$ cat src/rtl/ppu_chrmap_pkg.sv
package ppu_chrmap_pkg;

    localparam int NUM_BANKS = 8;

    typedef enum logic [2:0] {
        LAY_8K        = 3'd0,
        LAY_EXT4K     = 3'd1,
        LAY_LO2K_HI1K = 3'd2,
        LAY_LO1K_HI2K = 3'd3,
        LAY_4K        = 3'd4,
        LAY_4K_TILE   = 3'd5,
        LAY_2K        = 3'd6,
        LAY_1K        = 3'd7
    } layout_e;

    typedef enum logic [1:0] {
        ARR_HORZ    = 2'd0,
        ARR_VERT    = 2'd1,
        ARR_SOLO_LO = 2'd2,
        ARR_SOLO_HI = 2'd3
    } arrange_e;

    // Window choice for one pattern fetch: source and log2 of size in KB
    typedef struct packed {
        logic       from_ext;
        logic [2:0] idx;
        logic [1:0] lg;
    } win_t;

    function automatic win_t pick_window(layout_e lay, logic [2:0] slot, logic [1:0] tl);
        win_t w;
        w.from_ext = 1'b0;
        w.idx      = 3'd0;
        w.lg       = 2'd0;
        case (lay)
            LAY_8K: begin
                w.idx = 3'd0; w.lg = 2'd3;
            end
            LAY_EXT4K: begin
                w.from_ext = 1'b1; w.lg = 2'd2;
            end
            LAY_LO2K_HI1K: begin
                if (slot[2]) begin w.idx = {1'b1, slot[1:0]}; w.lg = 2'd0; end
                else         begin w.idx = {1'b0, slot[1], 1'b0}; w.lg = 2'd1; end
            end
            LAY_LO1K_HI2K: begin
                if (!slot[2]) begin w.idx = {1'b1, slot[1:0]}; w.lg = 2'd0; end
                else          begin w.idx = {1'b0, slot[1], 1'b0}; w.lg = 2'd1; end
            end
            LAY_4K: begin
                w.idx = {slot[2], 2'b00}; w.lg = 2'd2;
            end
            LAY_4K_TILE: begin
                w.idx = {slot[2], 1'b0, tl[slot[2]]}; w.lg = 2'd2;
            end
            LAY_2K: begin
                w.idx = {slot[2:1], 1'b0}; w.lg = 2'd1;
            end
            default: begin
                w.idx = slot; w.lg = 2'd0;
            end
        endcase
        return w;
    endfunction

    function automatic arrange_e decode_mirror(logic [1:0] cfg);
        return arrange_e'((cfg < 2'd2) ? (cfg ^ 2'b01) : cfg);
    endfunction

endpackage

$ cat src/rtl/ppu_chrmap_bank_regs.sv
module ppu_chrmap_bank_regs
    import ppu_chrmap_pkg::*;
#(
    parameter int BANK_W = 8
) (
    input  logic                                 clk,
    input  logic                                 rst,
    input  logic                                 wr,
    input  logic [2:0]                           idx,
    input  logic [BANK_W-1:0]                    val,
    output logic [NUM_BANKS-1:0][BANK_W-1:0]     banks
);

    always_ff @(posedge clk) begin
        if (rst) begin
            banks <= '0;
        end else if (wr) begin
            for (int i = 0; i < NUM_BANKS; i++) begin
                if (idx == 3'(i)) banks[i] <= val;
            end
        end
    end

    // a write lands in the addressed register
    assert_bank_load_R1: assert property (@(posedge clk) disable iff (rst)
        wr |=> (banks[$past(idx)] == $past(val)));

endmodule

$ cat src/rtl/ppu_chrmap_tile_latch.sv
module ppu_chrmap_tile_latch (
    input  logic        clk,
    input  logic        rst,
    input  logic        fetch,
    input  logic [12:0] addr,
    output logic [1:0]  tl
);

    localparam logic [7:0] TAG_CLR = 8'hFD;
    localparam logic [7:0] TAG_SET = 8'hFE;

    always_ff @(posedge clk) begin
        if (rst) begin
            tl <= 2'b00;
        end else if (fetch) begin
            for (int h = 0; h < 2; h++) begin
                if (addr[12] == 1'(h)) begin
                    if (addr[11:4] == TAG_CLR)      tl[h] <= 1'b0;
                    else if (addr[11:4] == TAG_SET) tl[h] <= 1'b1;
                end
            end
        end
    end

    assert_tile_set_lo_R8: assert property (@(posedge clk) disable iff (rst)
        (fetch && !addr[12] && addr[11:4] == TAG_SET) |=> tl[0]);
    assert_tile_clr_hi_R8: assert property (@(posedge clk) disable iff (rst)
        (fetch && addr[12] && addr[11:4] == TAG_CLR) |=> !tl[1]);
    assert_tile_hold_R8: assert property (@(posedge clk) disable iff (rst)
        !fetch |=> $stable(tl));

endmodule

$ cat src/rtl/ppu_chrmap_window.sv
module ppu_chrmap_window
    import ppu_chrmap_pkg::*;
#(
    parameter int BANK_W = 8,
    parameter int OUT_W  = 18
) (
    input  logic [2:0]                       lay,
    input  logic [12:0]                      addr,
    input  logic [NUM_BANKS-1:0][BANK_W-1:0] banks,
    input  logic [BANK_W-1:0]                ext_bank,
    input  logic [1:0]                       tile_lat,
    output logic [OUT_W-1:0]                 raw
);

    localparam int RAW_W = BANK_W + 13;

    win_t              w;
    logic [BANK_W-1:0] num;
    logic [4:0]        sh;
    logic [RAW_W-1:0]  base;
    logic [RAW_W-1:0]  offs;

    always_comb begin
        w    = pick_window(layout_e'(lay), addr[12:10], tile_lat);
        num  = w.from_ext ? ext_bank : banks[w.idx];
        sh   = 5'd10 + {3'b000, w.lg};
        if (w.from_ext) base = RAW_W'(num) << 12;
        else            base = (RAW_W'(num) >> w.lg) << sh;
        offs = RAW_W'(addr) & ((RAW_W'(1) << sh) - RAW_W'(1));
        raw  = OUT_W'(base | offs);
    end

endmodule

$ cat src/rtl/ppu_chrmap_nt.sv
module ppu_chrmap_nt
    import ppu_chrmap_pkg::*;
#(
    parameter int CHR_AW = 18
) (
    input  logic [11:0]       offs,
    input  logic [1:0]        cfg,
    input  logic              four_screen,
    output logic              to_ciram,
    output logic [10:0]       ciram_a,
    output logic [CHR_AW-1:0] fs_addr
);

    arrange_e arr;
    logic     page;

    always_comb begin
        arr = decode_mirror(cfg);
        case (arr)
            ARR_HORZ:    page = offs[11];
            ARR_VERT:    page = offs[10];
            ARR_SOLO_LO: page = 1'b0;
            default:     page = 1'b1;
        endcase
        to_ciram = !four_screen;
        ciram_a  = {page, offs[9:0]};
        fs_addr  = {{(CHR_AW-12){1'b1}}, offs};
    end

endmodule

$ cat src/rtl/ppu_chrmap_top.sv
module ppu_chrmap_top
    import ppu_chrmap_pkg::*;
#(
    parameter int BANK_W = 8,
    parameter int CHR_AW = 18
) (
    input  logic              clk,
    input  logic              rst,
    input  logic              bank_wr,
    input  logic [2:0]        bank_idx,
    input  logic [BANK_W-1:0] bank_val,
    input  logic [2:0]        mode,
    input  logic [BANK_W-1:0] ext_bank,
    input  logic [5:0]        size_code,
    input  logic              chr_wr_en,
    input  logic [1:0]        mirror_cfg,
    input  logic              four_screen,
    input  logic              req,
    input  logic [13:0]       ppu_addr,
    input  logic              ppu_wr,
    output logic              out_valid,
    output logic [CHR_AW-1:0] chr_addr,
    output logic              chr_we,
    output logic              ciram_sel,
    output logic [10:0]       ciram_addr,
    output logic              ciram_we
);

    localparam int LIM_W = (CHR_AW > 20) ? CHR_AW : 20;

    logic [NUM_BANKS-1:0][BANK_W-1:0] banks;
    logic [1:0]                       tl;
    logic                             fetch;
    logic [CHR_AW-1:0]                raw;
    logic                             to_ciram;
    logic [10:0]                      nt_a;
    logic [CHR_AW-1:0]                fs_addr;
    logic [5:0]                       inv_code;
    logic [LIM_W-1:0]                 units;
    logic [CHR_AW-1:0]                lim;
    logic [CHR_AW-1:0]                pat_addr;

    assign fetch = req && !ppu_addr[13] && !ppu_wr;

    ppu_chrmap_bank_regs #(.BANK_W(BANK_W)) u_banks (
        .clk(clk), .rst(rst), .wr(bank_wr), .idx(bank_idx), .val(bank_val), .banks(banks)
    );

    ppu_chrmap_tile_latch u_tile (
        .clk(clk), .rst(rst), .fetch(fetch), .addr(ppu_addr[12:0]), .tl(tl)
    );

    ppu_chrmap_window #(.BANK_W(BANK_W), .OUT_W(CHR_AW)) u_win (
        .lay(mode), .addr(ppu_addr[12:0]), .banks(banks), .ext_bank(ext_bank),
        .tile_lat(tl), .raw(raw)
    );

    ppu_chrmap_nt #(.CHR_AW(CHR_AW)) u_nt (
        .offs(ppu_addr[11:0]), .cfg(mirror_cfg), .four_screen(four_screen),
        .to_ciram(to_ciram), .ciram_a(nt_a), .fs_addr(fs_addr)
    );

    always_comb begin
        inv_code = ~size_code;
        units    = {{(LIM_W-6){1'b0}}, inv_code} + LIM_W'(1);
        lim      = CHR_AW'((units << 13) - LIM_W'(1));
        pat_addr = raw & lim;
    end

    always_ff @(posedge clk) begin
        if (rst) begin
            out_valid  <= 1'b0;
            chr_addr   <= '0;
            chr_we     <= 1'b0;
            ciram_sel  <= 1'b0;
            ciram_addr <= '0;
            ciram_we   <= 1'b0;
        end else begin
            out_valid <= req;
            if (req) begin
                if (!ppu_addr[13]) begin
                    chr_addr   <= pat_addr;
                    chr_we     <= ppu_wr && chr_wr_en;
                    ciram_sel  <= 1'b0;
                    ciram_addr <= '0;
                    ciram_we   <= 1'b0;
                end else if (to_ciram) begin
                    chr_addr   <= '0;
                    chr_we     <= 1'b0;
                    ciram_sel  <= 1'b1;
                    ciram_addr <= nt_a;
                    ciram_we   <= ppu_wr;
                end else begin
                    chr_addr   <= fs_addr;
                    chr_we     <= ppu_wr;
                    ciram_sel  <= 1'b0;
                    ciram_addr <= '0;
                    ciram_we   <= 1'b0;
                end
            end else begin
                chr_we   <= 1'b0;
                ciram_we <= 1'b0;
            end
        end
    end

    assert_valid_follows_req_R2: assert property (@(posedge clk) disable iff (rst)
        req |=> out_valid);
    assert_quiet_when_idle_R2: assert property (@(posedge clk) disable iff (rst)
        !req |=> (!out_valid && !chr_we && !ciram_we));
    assert_flat_8k_offset_R3: assert property (@(posedge clk) disable iff (rst)
        (req && !ppu_addr[13] && mode == 3'd0 && size_code == 6'd0)
        |=> (chr_addr[12:0] == $past(ppu_addr[12:0])));
    assert_clip_to_size_R11: assert property (@(posedge clk) disable iff (rst)
        (req && !ppu_addr[13]) |=> (chr_addr <= $past(lim)));
    assert_write_gate_R12: assert property (@(posedge clk) disable iff (rst)
        (req && !ppu_addr[13] && !chr_wr_en) |=> !chr_we);
    assert_strobe_excl_R12: assert property (@(posedge clk) disable iff (rst)
        !(chr_we && ciram_we));
    assert_four_screen_top_R13: assert property (@(posedge clk) disable iff (rst)
        (req && ppu_addr[13] && four_screen)
        |=> (!ciram_sel && (&chr_addr[CHR_AW-1:12]) && chr_addr[11:0] == $past(ppu_addr[11:0])));
    assert_single_page_R14: assert property (@(posedge clk) disable iff (rst)
        (req && ppu_addr[13] && !four_screen && mirror_cfg == 2'd2)
        |=> (ciram_sel && !ciram_addr[10]));

endmodule

$ cat config.mk
export PLATFORM = sky130hd
export DESIGN_NAME = ppu_chrmap_top
export DESIGN_NICKNAME = d
export VERILOG_FILES = /design/src/rtl/ppu_chrmap_pkg.sv /design/src/rtl/ppu_chrmap_bank_regs.sv /design/src/rtl/ppu_chrmap_tile_latch.sv /design/src/rtl/ppu_chrmap_window.sv /design/src/rtl/ppu_chrmap_nt.sv /design/src/rtl/ppu_chrmap_top.sv
export SDC_FILE = /design/constraint.sdc
export NUM_CORES = 1
export LEC_CHECK = 0
export BUFFER_PORTS_ARGS = -buffer_cell sky130_fd_sc_hd__buf_4
export CAP_MARGIN = 15
export CORE_AREA = 2 2 80 158
export DETAILED_ROUTE_END_ITERATION = 16
export DIE_AREA = 0 0 82 160
export HOLD_SLACK_MARGIN = 0.15
export PLACE_DENSITY = 0.59
export SLEW_MARGIN = 20
export SYNTH_ARGS = -nofsm -noshare
export SYNTH_HDL_FRONTEND = slang
export SYNTH_SLANG_ARGS = --single-unit
export TNS_END_PERCENT = 5
$ cat constraint.sdc
create_clock -name clk -period 4 [get_ports clk]
set_input_delay 0.6 -clock clk [delete_from_list [all_inputs] [get_ports clk]]
set_output_delay 0.6 -clock clk [all_outputs]
set_load 0.02 [all_outputs]
Yosys cells after proc, flatten, opt, wreduce, memory -nomap -nowiden --
Index checks and enable logic that the tools add are counted.
Word-level totals: register bits 99, output and inout bits 33, word-level logic and storage cells 97
Cells by class: magnitude comparators 3, reduce and logical (&&, ||, !) cells 23, bitwise logic cells 8, add/sub/neg operators 4, muxes and demuxes 23, shift operators 3, eq/ne operators 17
Operators by type and width (count):
- two-way mux 18 bit | 3
- subtractor 18 x 1 -> 18 bit, second input constant | 2
- binary-select mux 8 bit (select 3 bit) | 1
- two-way mux 11 bit | 2
- equality test 3 bit, second input constant | 7
- left shift 21 x 5 -> 18 bit | 1
- >> shifter 8 x 2 -> 21 bit | 1
- bitwise AND 13 x 18 -> 18 bit | 1
- bitwise AND 18 bit | 1
- bitwise OR 18 bit | 1
- one-hot mux 3 bit (6 select lines) | 1
- left shift 1 x 5 -> 18 bit, first input constant | 1
- equality test 8 bit, second input constant | 2
- two-way mux 8 bit | 2
- AND reduction 2 bit | 8
- equality test 3 x 2 -> 1 bit, second input constant | 4
- two-way mux 1 bit | 10
- two-way mux 5 bit | 2
- one-hot mux 2 bit (5 select lines) | 1
- equality test 3 x 1 -> 1 bit, second input constant | 2
- zero test 3 bit | 2
- AND reduction 3 bit | 2
- adder 4 x 2 -> 5 bit, first input constant | 1
- adder 5 x 1 -> 5 bit, second input constant | 1
- 15 further kinds | 22

Depth between registers and ports, before layout --
depth after elaboration 12, mapped depth 11, depth with buffers taken out 10

Hierarchy --
A second synthesis with hierarchy kept.
Second synthesis, totals: cells, all modules 571, area total of the unflattened synthesis 5372.7 µm²
Modules (own cells, without submodules):
- ppu_chrmap_bank_regs | seq. area each 1281.2 µm², area each 2595.0 µm², times used 1, cells an instance 235
- ppu_chrmap_top | seq. area each 660.6 µm², area each 1458.9 µm², times used 1, cells an instance 166
- ppu_chrmap_window | seq. area each 0.0 µm², area each 957.2 µm², times used 1, cells an instance 122
- ppu_chrmap_nt | seq. area each 0.0 µm², area each 241.5 µm², times used 1, cells an instance 34
- ppu_chrmap_tile_latch | seq. area each 40.0 µm², area each 120.1 µm², times used 1, cells an instance 14

Worst setup path after synthesis --
OpenSTA, ideal clock, no wires.
path type input-to-reg, start in ppu_addr[12], end reg chr_addr[15], data arrival time 2.225 ns, buffers on the path 2, stages on the path 8, path slack 1.645 ns, cell sequence buf_6 mux2i_1 nor3_2 a31o_1 buf_6 mux4_1 a211oi_1 o22ai_1
On the way: cells in the longest elaborated chain, start to end 12, elaborated cells on any way between the ends 19, those cells by class add/sub (2); shift (3); mux (11); bitwise (3)
RTL lines:
- start, declared | RTL line ppu_chrmap_top.sv:19 | input logic [13:0] ppu_addr,
- two-way mux 1 bit (not written as such) (2 in series) | RTL line ppu_chrmap_pkg.sv:54 | w.idx = {slot[2], 1'b0, tl[slot[2]]}; w.lg = 2'd2;
- one-hot mux 3 bit (6 select lines) | RTL line ppu_chrmap_pkg.sv:35 | case (lay)
- binary-select mux 8 bit (select 3 bit) | RTL line ppu_chrmap_window.sv:25 | num = w.from_ext ? ext_bank : banks[w.idx];
- two-way mux 8 bit (not written as such) | RTL line ppu_chrmap_window.sv:25
- two-way mux 8 bit | RTL line ppu_chrmap_window.sv:25
- >> shifter 8 x 2 -> 21 bit | RTL line ppu_chrmap_window.sv:28 | else base = (RAW_W'(num) >> w.lg) << sh;
- left shift 21 x 5 -> 18 bit | RTL line ppu_chrmap_window.sv:28
- two-way mux 18 bit | RTL line ppu_chrmap_window.sv:27 | if (w.from_ext) base = RAW_W'(num) << 12;
- bitwise OR 18 bit (*) | RTL line ppu_chrmap_window.sv:30 | raw = OUT_W'(base | offs);
- bitwise AND 18 bit (*) | RTL line ppu_chrmap_top.sv:67 | pat_addr = raw & lim;
- two-way mux 18 bit (*) | RTL line ppu_chrmap_top.sv:81 | if (!ppu_addr[13]) begin
- end signal, assigned | RTL line ppu_chrmap_top.sv:82 | chr_addr <= pat_addr;
- end signal, assigned | RTL line ppu_chrmap_top.sv:94 | chr_addr <= fs_addr;
- end, declared | RTL line ppu_chrmap_top.sv:22 | output logic [CHR_AW-1:0] chr_addr,
Every way passes the cells marked *; elsewhere a longest branch is shown, timed or not. The select of a mux whose other input is x is not followed. A chain may end at the register's enable or synchronous reset.

Worst setup path after layout --
start in ppu_addr[12], end reg chr_addr[14]
The elaborated chain is that of the path after synthesis.

==> flow_metrics.py <==
metrics = {
    "status": {
        "status": "complete, no violations",
    },
    "setup_path": {
        "critPathArrivalTime_ns": 3.15,
        "cp_max_fo": 11,
        "worstSetupStartpointType": "input port",
        "crit_family": "compound AO/OA/AOI/OAI gates",
        "critPathBufInv": 2,
        "cp_data_required_time_ns": 4.22,
        "crit_type": "input port to flop",
        "cp-end-kind": "flop",
        "cpMostUsedCell": "buf_4",
        "max_stage_delay_ns": 0.60,
        "critical_path.slowest_cell": "a31o_1",
        "path_cells": "buf_4, mux2i_1, nor3_2, a31o_1, buf_4, mux2_4, o22ai_1, a311oi_2, a31oi_1, o22ai_2",
    },
    "routing": {
        "first_pass_iters": 5,
        "vias": 4488,
        "wl_per_cell_um": 17.37,
        "drc": 0,
        "wl_mm": 14.19,
        "antenna_left": 0,
        "viasPerCell": 5.493,
        "first_iter_violations": 333,
    },
    "timing": {
        "rsz0062_at_grt": "false",
        "fin_crit_sh_pct": 73.28,
        "period_minus_slack_ns": 2.931,
        "slew-limit-headroom_pct": 32.54,
        "skew_ns": 0.007701,
        "setup_violations": 0,
        "tns_ns": 0,
        "final_max_slew_viol_count": 0,
        "worst_slew_pin_slew_ns": 1.011,
        "finalHoldViolations": 0,
        "fmax_mhz": 341.2,
    },
    "die": {
        "fp.dieH_um": 160,
        "core_area_um2": 11980,
        "initial_core_util_pct": 38.86,
        "dieWidth_um": 82,
        "dieArea_um2": 13120,
        "rows": 57,
        "ios": 84,
    },
    "power_and_ir_drop": {
        "powerDensity_nw_per_um2": 400.3,
        "leakagePower_nw": 2.040,
        "seqPwrFrac_pct": 46.0,
        "ir_drop_uv": 277.2,
        "power_switching_w": 0.0005693,
        "swShare_pct": 25.46,
        "intPower_w": 0.001667,
        "clockPowerShare_pct": 40.8,
        "combPwrFrac_pct": 13.2,
    },
    "synth": {
        "synth_top_area_share_pct": 42.57,
        "synth_most_common_cell": "nand2_1",
        "ys_warn_count": 0,
        "yosysSeqAreaShare_pct": 42.57,
        "synth_ff_type": "dfxtp_1",
        "syn_inst": 615,
        "ys_types": 52,
        "syn_area_um2": 4656,
        "yosys-top-cells-count": "nand2_1 (182), dfxtp_1 (99), a21oi_1 (96)",
        "yosysTopAreaCell": "dfxtp_1",
        "syn_avg_cell_area_um2": 7.570,
        "synth_seq_cells": 99,
        "synthArstFlopShare_pct": 0,
        "synth-edff-count": 0,
        "syn_nets": 667,
        "ys_top_cells_by_area": "dfxtp_1 (43%), nand2_1 (15%), a21oi_1 (10%), nand3_1 (3.5%), nor2_1 (2.7%)",
    },
    "layout": {
        "layout-drive-gt1-share_pct": 16.12,
        "stdcell_count": 817,
        "area_delta_synth_final_pct": 19.97,
        "diodes": 0,
        "fillers": 1233,
        "num-nets-final": 720,
    },
    "global_routing": {
        "antenna_found_initial": 0,
        "grt_max_degree": 69,
        "overflow": 0,
        "grt_pass1_vias": 4145,
        "grt_pass1_wl_mm": 22.22,
        "grt_util_all_layers_pct": 22.19,
    },
    "clocking": {
        "ctsResizeCount": 0,
        "numCtsBuffers": 9,
        "cts.clk_slew.worst_paths_ns": 0.07,
        "post_cts_buffers": 0,
        "cts_root_buf": "clkbuf_16",
        "clk_latency_ns": 0.34,
        "cts_sinks": 99,
        "hold_buffers": 0,
        "htreeDepth": 3,
        "clockBufferDepth": 2,
        "cts_tree": "built",
    },
    "placement": {
        "io_buffers": 80,
        "dpl.cell_count": 804,
        "routabilityCongestion": 0.7882,
        "detailed_place_hpwl_mm": 9.738,
    },
    "worst_hold_path": {
        "hold_path.class": "flop to flop",
    },
    "run": {
        "cap_violations": 0,
    },
}
[flip-flops by register name, summed over array words and instances, names as in the netlist]
register       cells
chr_we             1
ciram_sel          1
ciram_addr        11
u_tile.tl          2
ciram_we           1
out_valid          1
u_banks.banks     64
chr_addr          18
[layer usage]
| layer | vias up | part of all wire [%] | global-route usage [%] |
|---|---|---|---|
| li1 | 2219 | - | - |
| met1 | 2123 | 43 | 29.26 |
| met2 | 126 | 50 | 36.51 |
| met3 | 20 | 5.5 | 3.277 |
| met4 | 0 | 1.7 | 7.197 |
| met5 | - | 0 | 0 |
[worst paths after layout]
check                                  startpoint                 to  slack, ns  cells after the start
worst min register to register  u_banks.banks[38]  u_banks.banks[38]       0.45                      2
worst min-delay path            u_banks.banks[38]  u_banks.banks[38]       0.45                      2
worst max register to register       u_tile.tl[1]       chr_addr[14]       1.20                      9
worst max-delay path                 ppu_addr[12]       chr_addr[14]       1.07                     10
[final cells by class]
type | instances | area, um^2 | share of cell area (%)
repair buffers | 83 | 623.1 | 11.16
flip-flops and latches | 99 | 1982 | 35.48
multi-input cells | 470 | 2476 | 44.33
clock inverters | 4 | 76.32 | 1.366
well taps | 147 | 183.9 | 3.293
clock buffers | 9 | 225.2 | 4.032
inverters | 5 | 18.77 | 0.3360
[logic make-up after synthesis]
group,after synthesis,share of synthesized area [%]
xor gates and xnor gates,5,0.9406
AOI/OAI and AO/OA,155,19.46
muxes,17,5.402
buffers and inverters,46,4.461
adders and majority gates,1,0.2687
and+or+nand+nor,292,26.90
DFF,99,42.57
[worst register-to-register path: stages (launching register included)]
cell	delay [ns]
dfxtp_1	0.33
mux2i_1	0.08
nor3_2	0.43
a31o_1	0.61
buf_4	0.25
mux2_4	0.29
o22ai_1	0.21
a311oi_2	0.10
a31oi_1	0.29
o22ai_2	0.08
[stage by stage]
stage               utilization (%)  total power [W]  worst slack, ns  cell area [um^2]  hold slack (ns)
finish                        46.62         0.002236            1.069              5585           0.4528
global route                  46.62         0.002311           0.8898              5585           0.4726
CTS                           46.53         0.002251            1.074              5575           0.4531
detailed placement            44.02         0.001344           0.7188              5274           0.4454
global placement              44.02         0.001342           0.7355              5274           0.4384
floorplan                         -         0.001231            1.645              4656           0.4315
[power by group through the flow]
stage               clock network [W]  registers (W)  logic [W]
CTS                          0.000928        0.00103   0.000295
global route                 0.000957        0.00103   0.000322
global placement                    0        0.00105   0.000292
finish                       0.000913        0.00103   0.000295
detailed placement                  0        0.00105   0.000294
floorplan                           0        0.00107   0.000165
[cell usage in the layout, fill, tap and decap left out, types with 3 or more instances in the layout]
cell,count
nand4_1,3
nand2_1,182
mux2i_1,9
nor2b_1,10
nor2_1,34
dfxtp_1,99
clkbuf_16,9
nor3_2,3
inv_1,5
buf_4,83
nand3_1,33
o21ai_0,10
a31oi_1,4
o22ai_1,14
a21oi_1,96
a211oi_1,8
mux4_1,3
o21ai_1,3
and3_1,4
xnor2_1,4
nor3_1,4
a311oi_1,4
nand2b_1,9
No activity file was read; power rests on OpenSTA's default activity.
